**config.mk**
```make
export PLATFORM = sky130hd
export DESIGN_NAME = scms_row_proc
export DESIGN_NICKNAME = d
export VERILOG_FILES = /design/src/rtl/scms_pkg.sv /design/src/rtl/scms_edge_prep.sv /design/src/rtl/scms_minfind.sv /design/src/rtl/scms_row_store.sv /design/src/rtl/scms_row_proc.sv
export SDC_FILE = /design/constraint.sdc
export NUM_CORES = 1
export LEC_CHECK = 0
export BUFFER_PORTS_ARGS = -buffer_cell sky130_fd_sc_hd__buf_2
export CORE_ASPECT_RATIO = 1.2
export CORE_MARGIN = 3
export CORE_UTILIZATION = 57
export DETAILED_ROUTE_END_ITERATION = 10
export HOLD_SLACK_MARGIN = 0.05
export PLACE_DENSITY_LB_ADDON = 0.12
export SETUP_SLACK_MARGIN = 0.3
export SYNTH_ARGS = -nofsm -noshare
export SYNTH_HDL_FRONTEND = slang
export SYNTH_SLANG_ARGS = --single-unit
```
**constraint.sdc**
```tcl
create_clock -name clk -period 8.45 [get_ports clk]
set_input_delay 0.845 -clock clk [delete_from_list [all_inputs] [get_ports clk]]
set_output_delay 0.845 -clock clk [all_outputs]
set_load 0.05 [all_outputs]
```
**src/rtl/scms_pkg.sv**
```systemverilog
package scms_pkg;

  typedef enum logic [1:0] {
    ST_COLLECT = 2'd0,
    ST_DECIDE  = 2'd1,
    ST_EMIT    = 2'd2
  } scms_phase_e;

  // symmetric clamp keeps the most negative code unused
  function automatic int clamp_sym(input int v, input int lim);
    if (v > lim) return lim;
    else if (v < -lim) return -lim;
    else return v;
  endfunction

endpackage

```
**src/rtl/scms_edge_prep.sv**
```systemverilog
module scms_edge_prep import scms_pkg::*; #(
  parameter int W   = 6,
  parameter int DEG = 4,
  localparam int IW = (DEG > 1) ? $clog2(DEG) : 1,
  localparam int MW = W - 1
) (
  input  logic signed [W-1:0]  post,
  input  logic [IW-1:0]        edge_k,
  input  logic [MW-1:0]        st_m1,
  input  logic [MW-1:0]        st_m2,
  input  logic [IW-1:0]        st_idx,
  input  logic                 st_esgn,
  input  logic                 st_psgn,
  input  logic                 st_vis,
  output logic signed [W-1:0]  prior,
  output logic                 erased,
  output logic [MW-1:0]        k_mag,
  output logic                 k_sign
);
  localparam int MAXP = (1 << (W - 1)) - 1;

  logic [MW-1:0]      old_mag;
  logic signed [W:0]  old_ext;
  logic signed [W:0]  diff;

  always_comb begin
    old_mag = (edge_k == st_idx) ? st_m2 : st_m1;
    old_ext = st_esgn ? -$signed({2'b00, old_mag}) : $signed({2'b00, old_mag});
    diff    = $signed({post[W-1], post}) - old_ext;
    prior   = W'(clamp_sym(int'(diff), MAXP));
    erased  = st_vis && (prior[W-1] != st_psgn);
    k_sign  = erased ? 1'b0 : prior[W-1];
    if (erased)
      k_mag = '0;
    else if (prior[W-1])
      k_mag = MW'(-prior);
    else
      k_mag = prior[MW-1:0];
  end

endmodule

```
**src/rtl/scms_minfind.sv**
```systemverilog
module scms_minfind #(
  parameter int W   = 6,
  parameter int DEG = 4,
  localparam int IW = (DEG > 1) ? $clog2(DEG) : 1,
  localparam int MW = W - 1,
  localparam int CW = $clog2(DEG + 1)
) (
  input  logic          clk,
  input  logic          rst_n,
  input  logic          upd,
  input  logic          first,
  input  logic [IW-1:0] k,
  input  logic [MW-1:0] mag,
  input  logic          sgn,
  input  logic          erased,
  output logic [MW-1:0] m1,
  output logic [MW-1:0] m2,
  output logic [IW-1:0] idx,
  output logic          tsgn,
  output logic [CW-1:0] ecnt
);
  logic [MW-1:0] m1_q, m2_q, b_m1, b_m2, n_m1, n_m2;
  logic [IW-1:0] idx_q, b_idx, n_idx;
  logic          s_q, b_s;
  logic [CW-1:0] c_q, b_c;

  always_comb begin
    b_m1  = first ? '1 : m1_q;
    b_m2  = first ? '1 : m2_q;
    b_idx = first ? '0 : idx_q;
    b_s   = first ? 1'b0 : s_q;
    b_c   = first ? '0 : c_q;
    n_m1  = b_m1;
    n_m2  = b_m2;
    n_idx = b_idx;
    if (mag < b_m1) begin
      n_m2  = b_m1;
      n_m1  = mag;
      n_idx = k;
    end else if (mag < b_m2) begin
      n_m2 = mag;
    end
  end

  always_ff @(posedge clk) begin
    if (!rst_n) begin
      m1_q  <= '1;
      m2_q  <= '1;
      idx_q <= '0;
      s_q   <= 1'b0;
      c_q   <= '0;
    end else if (upd) begin
      m1_q  <= n_m1;
      m2_q  <= n_m2;
      idx_q <= n_idx;
      s_q   <= b_s ^ sgn;
      c_q   <= b_c + CW'(erased);
    end
  end

  assign m1   = m1_q;
  assign m2   = m2_q;
  assign idx  = idx_q;
  assign tsgn = s_q;
  assign ecnt = c_q;

  assert_min_order_R3: assert property (@(posedge clk) disable iff (!rst_n)
    m1_q <= m2_q) else $error("smallest above second smallest");

  assert_cnt_bound_R7: assert property (@(posedge clk) disable iff (!rst_n)
    int'(c_q) <= DEG) else $error("erased count beyond row degree");

endmodule

```
**src/rtl/scms_row_store.sv**
```systemverilog
module scms_row_store #(
  parameter int W     = 6,
  parameter int DEG   = 4,
  parameter int NROWS = 8,
  localparam int IW = (DEG > 1) ? $clog2(DEG) : 1,
  localparam int RW = (NROWS > 1) ? $clog2(NROWS) : 1,
  localparam int MW = W - 1
) (
  input  logic           clk,
  input  logic           rst_n,
  input  logic [RW-1:0]  rd_row,
  output logic [MW-1:0]  rd_m1,
  output logic [MW-1:0]  rd_m2,
  output logic [IW-1:0]  rd_idx,
  output logic [DEG-1:0] rd_esgn,
  output logic [DEG-1:0] rd_psgn,
  output logic           rd_vis,
  input  logic           wr_en,
  input  logic [RW-1:0]  wr_row,
  input  logic [MW-1:0]  wr_m1,
  input  logic [MW-1:0]  wr_m2,
  input  logic [IW-1:0]  wr_idx,
  input  logic [DEG-1:0] wr_esgn,
  input  logic [DEG-1:0] wr_psgn
);
  logic [MW-1:0]  m1_mem   [NROWS];
  logic [MW-1:0]  m2_mem   [NROWS];
  logic [IW-1:0]  idx_mem  [NROWS];
  logic [DEG-1:0] esgn_mem [NROWS];
  logic [DEG-1:0] psgn_mem [NROWS];
  logic [NROWS-1:0] vis_q;

  always_ff @(posedge clk) begin
    if (!rst_n) begin
      for (int r = 0; r < NROWS; r++) begin
        m1_mem[r]   <= '0;
        m2_mem[r]   <= '0;
        idx_mem[r]  <= '0;
        esgn_mem[r] <= '0;
        psgn_mem[r] <= '0;
      end
      vis_q <= '0;
    end else if (wr_en) begin
      m1_mem[wr_row]   <= wr_m1;
      m2_mem[wr_row]   <= wr_m2;
      idx_mem[wr_row]  <= wr_idx;
      esgn_mem[wr_row] <= wr_esgn;
      psgn_mem[wr_row] <= wr_psgn;
      vis_q[wr_row]    <= 1'b1;
    end
  end

  assign rd_m1   = m1_mem[rd_row];
  assign rd_m2   = m2_mem[rd_row];
  assign rd_idx  = idx_mem[rd_row];
  assign rd_esgn = esgn_mem[rd_row];
  assign rd_psgn = psgn_mem[rd_row];
  assign rd_vis  = vis_q[rd_row];

  assert_store_order_R4: assert property (@(posedge clk) disable iff (!rst_n)
    wr_en |-> wr_m1 <= wr_m2) else $error("row written with unordered minima");

endmodule

```
**src/rtl/scms_row_proc.sv**
```systemverilog
module scms_row_proc import scms_pkg::*; #(
  parameter int W     = 6,
  parameter int DEG   = 4,
  parameter int NROWS = 8
) (
  input  logic                        clk,
  input  logic                        rst_n,
  input  logic                        in_valid,
  output logic                        in_ready,
  input  logic [$clog2(NROWS)-1:0]    in_row,
  input  logic signed [W-1:0]         in_post,
  output logic                        out_valid,
  input  logic                        out_ready,
  output logic signed [W-1:0]         out_post,
  output logic signed [W-1:0]         out_ext,
  output logic                        done,
  output logic                        done_skip,
  output logic [$clog2(DEG+1)-1:0]    erased_cnt
);
  localparam int IW   = (DEG > 1) ? $clog2(DEG) : 1;
  localparam int RW   = $clog2(NROWS);
  localparam int MW   = W - 1;
  localparam int CW   = $clog2(DEG + 1);
  localparam int MAXP = (1 << (W - 1)) - 1;

  scms_phase_e          phase_q;
  logic [IW-1:0]        k_q;
  logic [RW-1:0]        row_q;
  logic signed [W-1:0]  pri_q [DEG];
  logic [DEG-1:0]       ksgn_q, psn_q;
  logic                 done_q, skip_q;
  logic [CW-1:0]        cnt_q;

  logic in_fire, out_fire, last_k, skip_now;
  assign in_ready  = (phase_q == ST_COLLECT);
  assign out_valid = (phase_q == ST_EMIT);
  assign in_fire   = in_valid && in_ready;
  assign out_fire  = out_valid && out_ready;
  assign last_k    = (k_q == IW'(DEG - 1));

  // row state read
  logic [RW-1:0]  rd_row;
  logic [MW-1:0]  st_m1, st_m2;
  logic [IW-1:0]  st_idx;
  logic [DEG-1:0] st_esgn, st_psgn;
  logic           st_vis;
  assign rd_row = (k_q == '0) ? in_row : row_q;

  // pass one datapath
  logic signed [W-1:0] prior;
  logic                erased, k_sign;
  logic [MW-1:0]       k_mag;
  logic [MW-1:0]       mf_m1, mf_m2;
  logic [IW-1:0]       mf_idx;
  logic                mf_s;
  logic [CW-1:0]       mf_cnt;

  scms_edge_prep #(.W(W), .DEG(DEG)) u_prep (
    .post(in_post), .edge_k(k_q), .st_m1(st_m1), .st_m2(st_m2), .st_idx(st_idx),
    .st_esgn(st_esgn[k_q]), .st_psgn(st_psgn[k_q]), .st_vis(st_vis),
    .prior(prior), .erased(erased), .k_mag(k_mag), .k_sign(k_sign)
  );

  scms_minfind #(.W(W), .DEG(DEG)) u_min (
    .clk(clk), .rst_n(rst_n), .upd(in_fire), .first(k_q == '0), .k(k_q),
    .mag(k_mag), .sgn(k_sign), .erased(erased),
    .m1(mf_m1), .m2(mf_m2), .idx(mf_idx), .tsgn(mf_s), .ecnt(mf_cnt)
  );

  assign skip_now = (mf_cnt >= CW'(2));

  logic wr_en;
  assign wr_en = (phase_q == ST_DECIDE) && !skip_now;

  scms_row_store #(.W(W), .DEG(DEG), .NROWS(NROWS)) u_store (
    .clk(clk), .rst_n(rst_n), .rd_row(rd_row),
    .rd_m1(st_m1), .rd_m2(st_m2), .rd_idx(st_idx),
    .rd_esgn(st_esgn), .rd_psgn(st_psgn), .rd_vis(st_vis),
    .wr_en(wr_en), .wr_row(row_q), .wr_m1(mf_m1), .wr_m2(mf_m2), .wr_idx(mf_idx),
    .wr_esgn({DEG{mf_s}} ^ ksgn_q), .wr_psgn(psn_q)
  );

  // pass two datapath
  logic [MW-1:0]     e_mag;
  logic              e_sgn;
  logic signed [W:0] sum;
  always_comb begin
    e_mag    = (k_q == mf_idx) ? mf_m2 : mf_m1;
    e_sgn    = mf_s ^ ksgn_q[k_q];
    out_ext  = e_sgn ? -$signed({1'b0, e_mag}) : $signed({1'b0, e_mag});
    sum      = $signed({pri_q[k_q][W-1], pri_q[k_q]}) + $signed({out_ext[W-1], out_ext});
    out_post = W'(clamp_sym(int'(sum), MAXP));
  end

  always_ff @(posedge clk) begin
    if (!rst_n) begin
      phase_q <= ST_COLLECT;
      k_q     <= '0;
      row_q   <= '0;
      ksgn_q  <= '0;
      psn_q   <= '0;
      done_q  <= 1'b0;
      skip_q  <= 1'b0;
      cnt_q   <= '0;
      for (int e = 0; e < DEG; e++) pri_q[e] <= '0;
    end else begin
      done_q <= 1'b0;
      case (phase_q)
        ST_COLLECT: if (in_fire) begin
          pri_q[k_q]  <= prior;
          ksgn_q[k_q] <= k_sign;
          psn_q[k_q]  <= prior[W-1];
          if (k_q == '0) row_q <= in_row;
          if (last_k) begin
            k_q     <= '0;
            phase_q <= ST_DECIDE;
          end else begin
            k_q <= k_q + IW'(1);
          end
        end
        ST_DECIDE: begin
          cnt_q  <= mf_cnt;
          skip_q <= skip_now;
          if (skip_now) begin
            done_q  <= 1'b1;
            phase_q <= ST_COLLECT;
          end else begin
            phase_q <= ST_EMIT;
          end
        end
        ST_EMIT: if (out_fire) begin
          if (last_k) begin
            k_q     <= '0;
            done_q  <= 1'b1;
            phase_q <= ST_COLLECT;
          end else begin
            k_q <= k_q + IW'(1);
          end
        end
        default: phase_q <= ST_COLLECT;
      endcase
    end
  end

  assign done       = done_q;
  assign done_skip  = skip_q;
  assign erased_cnt = cnt_q;

  assert_out_hold_R8: assert property (@(posedge clk) disable iff (!rst_n)
    out_valid && !out_ready |=> out_valid && $stable(out_post) && $stable(out_ext))
    else $error("result beat changed while stalled");

  assert_skip_count_R6: assert property (@(posedge clk) disable iff (!rst_n)
    done && done_skip |-> erased_cnt >= CW'(2)) else $error("skip with few erasures");

  assert_emit_count_R6: assert property (@(posedge clk) disable iff (!rst_n)
    done && !done_skip |-> erased_cnt < CW'(2)) else $error("decoded row with many erasures");

endmodule

```
==> results.toml, run 1 <==
[status]
status = "complete, no violations"

[floorplan]
num_rows = 58
initial_core_util_pct = 58.48
die_x_microns = 140.6
io_pins = 32
die_h_microns = 167.5
core_area_sq_mm = 0.02119
die-area_sq_mm = 0.02355

[yosys]
syn_inst = 1071
synth_enable_flop_cells = 184
mappedNetlistArea_sq_mm = 0.01239
synth-seq-cells = 230
ys_seq_area_share_pct = 52.02
syn_avg_cell_area_sq_um = 11.57
ys.flop_type = "edfxtp_1"
syn-num-nets = 1117
yosys_warnings = 0
ys_async_sr_fraction_pct = 0
synth_cell_types = 71

[routing]
route.final.wire_length_microns = 30570
drc = 0
dr.pass1.iters = 5
first_iter_violations = 728
num_vias = 8591
viasPerCell = 6.212
ant_nets = 0
wl_per_cell_microns = 22.10

[critical_path]
crit_fanout = 9
crit_slowest_cell = "mux4_2"
path_class = "reg -> reg"
worst_setup_path_start_kind = "flop"
worstSetupEndpointType = "flop"
cpPeakStageDelay_ns = 0.46
critPathRequiredTime_ns = 8.91
worstPathArrival_ns = 8.23

[layout]
final_cell_mix = "edfxtp_1, nor2_1, nand2_1"
final_core_util_pct = 65.26
layout-drive-gt1-share_pct = 18.15
areaGrowthSynthToFinish_pct = 11.59
final_common_cell = "edfxtp_1"
final_cells = 1383
fillers = 1653
postLayoutCellArea_sq_mm = 0.01383
nNetsFinal = 1140
regArea_sq_mm = 0.006446
n_antenna_cell = 0
multi_input_area_sq_mm = 0.005620

[sta]
hold_viol = 0
setup_viol = 0
rsz0062_at_grt = "true"
skew_ns = 0.01364
maxSlewViolCount = 0
final.setup.tns_ns = 0
fmax_ghz = 0.1287
timing.final.ws_setup_ns = 0.6817
slew_headroom_pct = 23.27
worst_slew_pin_slew_ns = 1.148
period_share_pct = 91.93
period_needed_ns = 7.768

[power]
swShare_pct = 41.67
p_int_w = 0.002758
seq_power_share_pct = 29.5
powerDensity_mw_per_mm2 = 341.9
p_switching_w = 0.001971
clkPwrFrac_pct = 23.5
vdd_drop_max_v = 0.0005410
leakage_nw = 5.560
combPwrFrac_pct = 47.1

[grt]
antenna_found_initial = 0
grt_pass1_vias = 8634
grt_usage_pct = 25.83
grt_max_degree = 69
grt_overflow_total = 0
grt_pass1_wl_microns = 47840

[clock_tree]
clockBufferDepth = 3
clock_latency_ns = 0.53
hold_buffers = 0
cts_tree = "yes"
path_clk_slew_ns = 0.06
htree_num_levels = 1
cts.root.buffer_cell = "clkbuf_16"
cts_buffers = 25
clock-sinks = 230

[placement]
hpwl_microns = 20090
place_area_sq_mm = 0.01280
pre_cts_ws_ns = 0.02279
dp_cells = 1328
gp_congestion = 0.9595
io_buffers = 31

[job]
max-cap-violations = 0

[hold_path]
hold_class = "reg -> reg"
==> cell families (layout without fill, tap and decap cells) <==
group                      count (synthesis)  count (layout)  synth area share (%)
AOI/OAI and AO/OA                        135             135                 7.765
adders and majority gates                 36              36                 3.695
and+or+nand+nor                          442             442                 18.44
muxes                                    103             103                 12.83
xor gates and xnor gates                  23              23                 1.626
DFF                                      230             230                 52.02
buffers and inverters                    102             144                 3.625
==> final cells by class <==
cell class / instances / share of cell area (%)
flip-flops and latches: 230 / 46.62
clock buffers: 29 / 4.777
multi-input cells: 739 / 40.64
clock inverters: 17 / 1.303
repair buffers: 74 / 3.565
inverters: 24 / 0.6515
well taps: 270 / 2.443
==> flip-flops by register name, indices dropped and copies added (netlist names), 5 cells and up, named ones only <==
register,count
u_store.idx_mem,16
u_store.vis_q,8
u_store.psgn_mem,32
u_store.m2_mem,40
u_store.esgn_mem,32
u_min.m1,5
u_store.m1_mem,40
pri_q,24
u_min.m2,5
==> cells in the mapped netlist, types with 8 or more instances <==
cell	count	area (sq um)
clkbuf_1	62	232.7
ha_1	31	387.9
o21ai_0	26	130.1
and2_1	74	462.9
dfxtp_1	46	920.9
inv_1	22	82.58
nor2b_1	30	187.7
a31oi_1	8	50.05
nand2_1	83	311.6
a21boi_0	10	75.07
and3_1	71	444.2
nand3_1	30	150.1
edfxtp_1	184	5525
xnor2_1	16	140.1
mux2i_1	44	440.4
nor2_1	98	367.9
nand2b_1	10	62.56
a21oi_1	27	135.1
o31ai_1	10	75.07
mux4_2	42	945.9
nor3_1	15	75.07
==> metrics by stage <==
step	hold WS [ns]	power, W
global placement	0.4284	0.003472
CTS	0.4434	0.004614
global route	0.4682	0.004985
finish	0.4386	0.004728
floorplan	0.4185	0.003028
detailed placement	0.4333	0.003499
==> metal layers <==
metal,part of all wire (%),track usage [%]
met1,40,33.89
met2,51,45.60
met3,6.2,2.971
met4,2.3,7.122
met5,0,0
==> power groups by stage <==
stage          sequential, W  clock (W)  combinational (W)
2_1_floorplan        0.00134          0            0.00168
3_3_place_gp         0.00141          0            0.00206
3_5_place_dp         0.00142          0            0.00208
4_1_cts              0.00139    0.00112            0.00210
5_1_grt              0.00140    0.00116            0.00242
6_report             0.00139    0.00111            0.00223
==> critical path, delay by kind of cell, from the launching register on <==
family	cells	cell delay [ns]
AOI/OAI and AO/OA	9	1.57
DFF	1	0.31
and+or+nand+nor	9	1.17
adders and majority gates	6	1.49
muxes	8	2.43
xor gates and xnor gates	2	0.34
buffers and inverters	3	0.37
==> final timing paths <==
kind	startpoint	to	slack, ns	cells past startpoint
max reg2reg	k_q[0]	u_min.m2[2]	0.68	37
min reg2reg	u_store.vis_q[0]	u_store.vis_q[0]	0.44	2
min	u_store.vis_q[0]	u_store.vis_q[0]	0.44	2
max	k_q[0]	u_min.m2[2]	0.68	37
==> repair_timing <==
action,CTS,global route
pin swaps,1,7
setup endpoints to repair,12,12
resized for setup,3,24
buffers inserted,0,9
Power figures use the tool's default switching activity.
==> inputs of run 2 (changes only) <==
--- a/config.mk
+++ b/config.mk
@@ -7,7 +7,6 @@
 export LEC_CHECK = 0
 export BUFFER_PORTS_ARGS = -buffer_cell sky130_fd_sc_hd__buf_2
 export CORE_ASPECT_RATIO = 1.2
-export CORE_MARGIN = 3
 export CORE_UTILIZATION = 57
 export DETAILED_ROUTE_END_ITERATION = 10
 export HOLD_SLACK_MARGIN = 0.05
@@ -15,4 +14,5 @@
 export SETUP_SLACK_MARGIN = 0.3
 export SYNTH_ARGS = -nofsm -noshare
 export SYNTH_HDL_FRONTEND = slang
+export SYNTH_HIERARCHICAL = 1
 export SYNTH_SLANG_ARGS = --single-unit
==> run 2 against run 1 <==
- synthesized area up 0.22%
- routed wire length down 3.5%
- register-to-register slack better by 0.21 ns
- power up 9.1%
- sequential power about the same
- worst setup slack better by 0.21 ns
- clock power about the same
- non-clock buffer count down 21
- flip-flop and latch count unchanged
- cell count down 6.5%
- die area down 5.0%
- critical path type unchanged
- largest power group unchanged
- synthesized cell count down 6.3%
==> results.toml, run 2 <==
[status]
status = "complete, no violations"

[layout]
fillers = 1615
final_cells = 1293
final_cell_mix = "edfxtp_1, nor3_1, dfxtp_1"
layout-drive-gt1-share_pct = 17.01
n_antenna_cell = 0
final_core_util_pct = 64.30
final_common_cell = "edfxtp_1"
areaGrowthSynthToFinish_pct = 9.712
nNetsFinal = 1052
top_regs = "u_store/m1_mem: 40 flops, u_store/m2_mem: 40 flops"

[clock_tree]
postCtsSetupRepairBufs = 0
cts_buffers = 24
clock-sinks = 230
path_clk_slew_ns = 0.06
cts_tree = "yes"
htree_num_levels = 1
cts.root.buffer_cell = "clkbuf_16"
clock_latency_ns = 0.53
clockBufferDepth = 3

[routing]
first_iter_violations = 756
viasPerCell = 6.416
route.final.wire_length_microns = 29500
num_vias = 8296
dr.pass1.iters = 5
drc = 0
wl_per_cell_microns = 22.82
ant_nets = 0

[floorplan]
die_x_microns = 136.8
io_pins = 32
num_rows = 58
die_h_microns = 163.7
die-area_sq_mm = 0.02239
initial_core_util_pct = 58.61
core_area_sq_mm = 0.02119

[sta]
period_needed_ns = 7.558
hold_viol = 0
skew_ns = 0.02662
period_share_pct = 89.45
setup_viol = 0
maxSlewViolCount = 0
timing.final.ws_setup_ns = 0.8919
fmax_ghz = 0.1323
rsz0062_at_grt = "false"
slew_headroom_pct = 32.17
worst_slew_pin_slew_ns = 1.018
final.setup.tns_ns = 0

[grt]
grt_pass1_vias = 8173
grt_usage_pct = 27.40
grt_overflow_total = 0
grt_max_degree = 89
antenna_found_initial = 0
grt_pass1_wl_microns = 46000

[power]
combPwrFrac_pct = 51.5
seq_power_share_pct = 26.6
leakage_nw = 4.899
clkPwrFrac_pct = 21.9
powerDensity_mw_per_mm2 = 378.7
p_total_w = 0.005161
vdd_drop_max_v = 0.0007745
p_switching_w = 0.002252
swShare_pct = 43.64
p_int_w = 0.002909

[placement]
dp_cells = 1251
io_buffers = 31
gp_congestion = 0.8269
hpwl_microns = 18550
pre_cts_ws_ns = 0.5839

[yosys]
mappedNetlistArea_sq_mm = 0.01242
synthXorXnorAreaFrac_pct = 2.378
syn_inst = 1003
syn_avg_cell_area_sq_um = 12.38
yosys.area_share.simple_pct = 14.56
synth_most_common_cell = "edfxtp_1"
synth-seq-cells = 230
synth_cell_types = 79
synth_top_family_by_area = "multiplexers"
synth_area_leaders = "edfxtp_1, mux4_1, dfxtp_1, nor3_1, ha_1"
ys.flop_type = "edfxtp_1"
synth_fa_ha_area_share_pct = 3.345
synthTopCellsByCount = "edfxtp_1, nor3_1, clkbuf_1"
synth_mux_area_share_pct = 15.32
syn-num-nets = 1048
ys_async_sr_fraction_pct = 0
ys_seq_area_share_pct = 51.90
synth_enable_flop_cells = 184
yosys_warnings = 6
synth_top_area_share_pct = 44.49
yosysTopAreaCell = "edfxtp_1"
synth_compound_area_share_pct = 8.301

[hold_path]
hold_class = "reg -> reg"

[critical_path]
crit_slowest_cell = "mux2_2"
crit_top_cell = "ha_1"
worstPathArrival_ns = 7.94
worst_setup_path_start_kind = "flop"
critPathRequiredTime_ns = 8.83
cpPeakStageDelay_ns = 0.69
crit_fanout = 28
path_class = "reg -> reg"
worstSetupEndpointType = "flop"

[job]
max-cap-violations = 0
[run 2: layout make-up]
class / instances / area, sq um / share of cell area, %
flip-flops and latches: 230 / 6446 / 47.31
multi-input cells: 657 / 5508 / 40.42
clock buffers: 28 / 635.6 / 4.665
well taps: 270 / 337.8 / 2.479
repair buffers: 53 / 332.8 / 2.443
clock inverters: 14 / 211.5 / 1.552
inverters: 41 / 153.9 / 1.129
[run 2: logic make-up after synthesis]
family | Yosys count
flip-flops | 230
adder cells (fa/ha/maj) | 32
AO/OA/AOI/OAI | 141
AND/OR/NAND/NOR | 351
buffers and inverters | 116
XOR/XNOR | 27
multiplexers | 106
[run 2: worst max-delay path: cells and delay by family, from the launching register on]
| family | cells | cell delay (ns) |
|---|---|---|
| flip-flops | 1 | 0.30 |
| multiplexers | 3 | 1.53 |
| adder cells (fa/ha/maj) | 4 | 1.10 |
| AO/OA/AOI/OAI | 8 | 1.98 |
| buffers and inverters | 5 | 0.77 |
| XOR/XNOR | 3 | 0.77 |
| AND/OR/NAND/NOR | 5 | 0.94 |
[run 2: what timing repair did]
action | CTS | global route
setup endpoints to repair | 0 | 12
hold endpoints to repair | 0 | 0
gates resized for setup | 0 | 2
hold buffers | 0 | 0
[run 2: worst paths after layout]
| path | start | endpoint | cells past startpoint | slack, ns |
|---|---|---|---|---|
| hold reg to reg | u_store/vis_q[6] | u_store/vis_q[6] | 2 | 0.46 |
| setup / recovery | k_q[1] | u_min/m2[3] | 28 | 0.89 |
| hold / removal | u_store/vis_q[6] | u_store/vis_q[6] | 2 | 0.46 |
| setup reg to reg | k_q[1] | u_min/m2[3] | 28 | 0.89 |
[run 2: power by group through the flow]
stage,logic [W],registers (W),clock network [W]
4_1_cts,0.00264,0.00137,0.00114
5_1_grt,0.00288,0.00138,0.00119
2_1_floorplan,0.00212,0.00136,0
3_3_place_gp,0.00260,0.00139,0
6_report,0.00266,0.00137,0.00113
3_5_place_dp,0.00264,0.00140,0
[run 2: stage by stage]
stage                     instance area (sq um)  hold slack, ns
final                                     13630          0.4555
after global routing                      13630          0.4985
after CTS                                 13610          0.4574
after detailed placement                  12760          0.4421
after global placement                    12760          0.4281
after floorplan                           12420          0.4166
[run 2: layer usage]
| metal | share of wire, % | GRT usage (%) | up-vias |
|---|---|---|---|
| met3 | 5.7 | 3.673 | 52 |
| met1 | 40 | 34.41 | 4111 |
| met4 | 2.6 | 9.192 | 0 |
| met2 | 51 | 48.45 | 256 |
| li1 | - | - | 3877 |
| met5 | 0 | 0 | - |
==> inputs of run 3 (changes only) <==
--- a/config.mk
+++ b/config.mk
@@ -10,7 +10,7 @@
 export CORE_UTILIZATION = 57
 export DETAILED_ROUTE_END_ITERATION = 10
 export HOLD_SLACK_MARGIN = 0.05
-export PLACE_DENSITY_LB_ADDON = 0.12
+export PLACE_DENSITY = 0.88
 export SETUP_SLACK_MARGIN = 0.3
 export SYNTH_ARGS = -nofsm -noshare
 export SYNTH_HDL_FRONTEND = slang
==> run 3 against run 2 <==
- flip-flop and latch count unchanged
- first-iteration DRC count increased by 30%
- sequential share of layout area increased by 0.40 points
- register-to-register slack got worse by 0.14 ns
- core utilization decreased by 0.54 points
- clock skew decreased by 0.0015 ns
- critical path depth unchanged
- maximum frequency decreased by 1.8%
- largest power group unchanged
==> results.toml, run 3 (synthesis gave the netlist of run 2 again) <==
[status]
status = "complete, no violations"

[critical_path]
worst_setup_path_start_kind = "flop"
crit_fanout = 28
cpPeakStageDelay_ns = 0.71
rrSetupSlack_ns = 0.75
worstSetupEndpointType = "flop"
crit_slowest_cell = "mux2_2"
cp-endpoint = "u_min/m2[3]"
path_class = "reg -> reg"
r2r_start = "k_q[0]"
crit_top_cell = "ha_1"
worstPathArrival_ns = 8.13
r2r-end = "u_min/m2[3]"
reg2regPathDepth = 28
critPathLaunch = "k_q[0]"
critPathRequiredTime_ns = 8.88

[clock_tree]
cts.root.buffer_cell = "clkbuf_16"
clock_latency_ns = 0.53
path_clk_slew_ns = 0.06
clockBufferDepth = 3
clock-sinks = 230
htree_num_levels = 1
postCtsSetupRepairBufs = 0
cts_tree = "yes"
cts_buffers = 23

[grt]
grt_usage_pct = 26.80
grt_pass1_vias = 8401
grt_overflow_total = 0
antenna_found_initial = 0
grt_max_degree = 89
grt_pass1_wl_microns = 45610

[sta]
hold_viol = 0
worst_slew_pin_slew_ns = 1.134
setup_viol = 0
maxSlewViolCount = 0
final.setup.tns_ns = 0
period_needed_ns = 7.699
timing.final.ws_setup_ns = 0.7513
skew_ns = 0.02516
rsz0062_at_grt = "false"
slew_headroom_pct = 24.43
fmax_ghz = 0.1299
period_share_pct = 91.11

[placement]
pre_cts_ws_ns = 0.6139
io_buffers = 31
hpwl_microns = 18250
gp_congestion = 0.8810

[routing]
dr.pass1.iters = 8
drc = 0
viasPerCell = 6.642
wl_per_cell_microns = 22.70
ant_nets = 0
first_iter_violations = 984
num_vias = 8581
route.final.wire_length_microns = 29330

[floorplan]
die_x_microns = 136.8
die-area_sq_mm = 0.02239
initial_core_util_pct = 58.61
die_h_microns = 163.7
core_area_sq_mm = 0.02119
io_pins = 32
num_rows = 58

[layout]
final_core_util_pct = 63.76
layout-drive-gt1-share_pct = 16.63
top_regs = "u_store/m1_mem: 40 flops, u_store/m2_mem: 40 flops"
final_cell_mix = "edfxtp_1, nor3_1, dfxtp_1"
nNetsFinal = 1050
n_antenna_cell = 0
areaGrowthSynthToFinish_pct = 8.785
final_common_cell = "edfxtp_1"
fillers = 1454

[power]
leakage_nw = 4.840
powerDensity_mw_per_mm2 = 374.8
vdd_drop_max_v = 0.001349

[job]
max-cap-violations = 0

[hold_path]
hold_class = "reg -> reg"
==> run 3: worst min-delay path by stage <==
stage	startpoint	end	slack (ns)	cells past startpoint
6_report	u_store/vis_q[1]	u_store/vis_q[1]	0.45	2
5_1_grt	u_store/vis_q[4]	u_store/vis_q[4]	0.49	2
4_1_cts	u_store/vis_q[1]	u_store/vis_q[1]	0.45	2
3_5_place_dp	u_store/vis_q[1]	u_store/vis_q[1]	0.44	2
3_3_place_gp	u_store/vis_q[0]	u_store/vis_q[0]	0.43	2
2_1_floorplan	u_store/vis_q[1]	u_store/vis_q[1]	0.42	2
==> run 3: report_power, final <==
| part | internal (W) | leakage (nW) | switching [W] |
|---|---|---|---|
| sequential | 0.00130 | 2.27 | 0.0000701 |
| clock | 0.000583 | 0.367 | 0.000432 |
| combinational | 0.000914 | 2.20 | 0.00176 |
==> run 3: per-layer routing <==
layer	share of wire (%)	track usage, %	vias up
li1	-	-	3879
met1	38	33.33	4149
met2	50	44.99	457
met3	7.0	3.920	96
met4	4.3	14.60	0
met5	0	0	-
==> run 3: layout make-up <==
| class | instances | area, sq um | area share [%] |
|---|---|---|---|
| Clock buffer | 30 | 611.8 | 4.529 |
| Clock inverter | 12 | 145.1 | 1.074 |
| Inverter | 41 | 153.9 | 1.139 |
| Multi-Input combinational cell | 657 | 5503 | 40.73 |
| Sequential cell | 230 | 6446 | 47.71 |
| Tap cell | 270 | 337.8 | 2.500 |
| Timing Repair Buffer | 52 | 312.8 | 2.315 |
==> run 3: critical path: cells and delay by family, from the launching register on <==
kind | cells | cell delay (ns)
XOR/XNOR | 3 | 0.74
flip-flops | 1 | 0.30
multiplexers | 4 | 1.84
buffers and inverters | 4 | 0.50
AND/OR/NAND/NOR | 6 | 1.25
AO/OA/AOI/OAI | 7 | 1.76
adder cells (fa/ha/maj) | 4 | 1.17
==> run 3: what timing repair did <==
action / in CTS / in global routing
hold buffers: 0 / 0
gates resized for setup: 0 / 2
endpoints found under the setup margin: 0 / 12
==> run 3: through the flow <==
stage                     area, sq um  cells  total power (W)  hold WS [ns]
after global routing            13510   1292         0.005337        0.4909
final                           13510   1292         0.005063        0.4507
after CTS                       13500   1292         0.005017        0.4536
after global placement          12740   1250         0.003929        0.4287
after detailed placement        12740   1250         0.004002        0.4385
after floorplan                 12420   1003         0.003477        0.4166
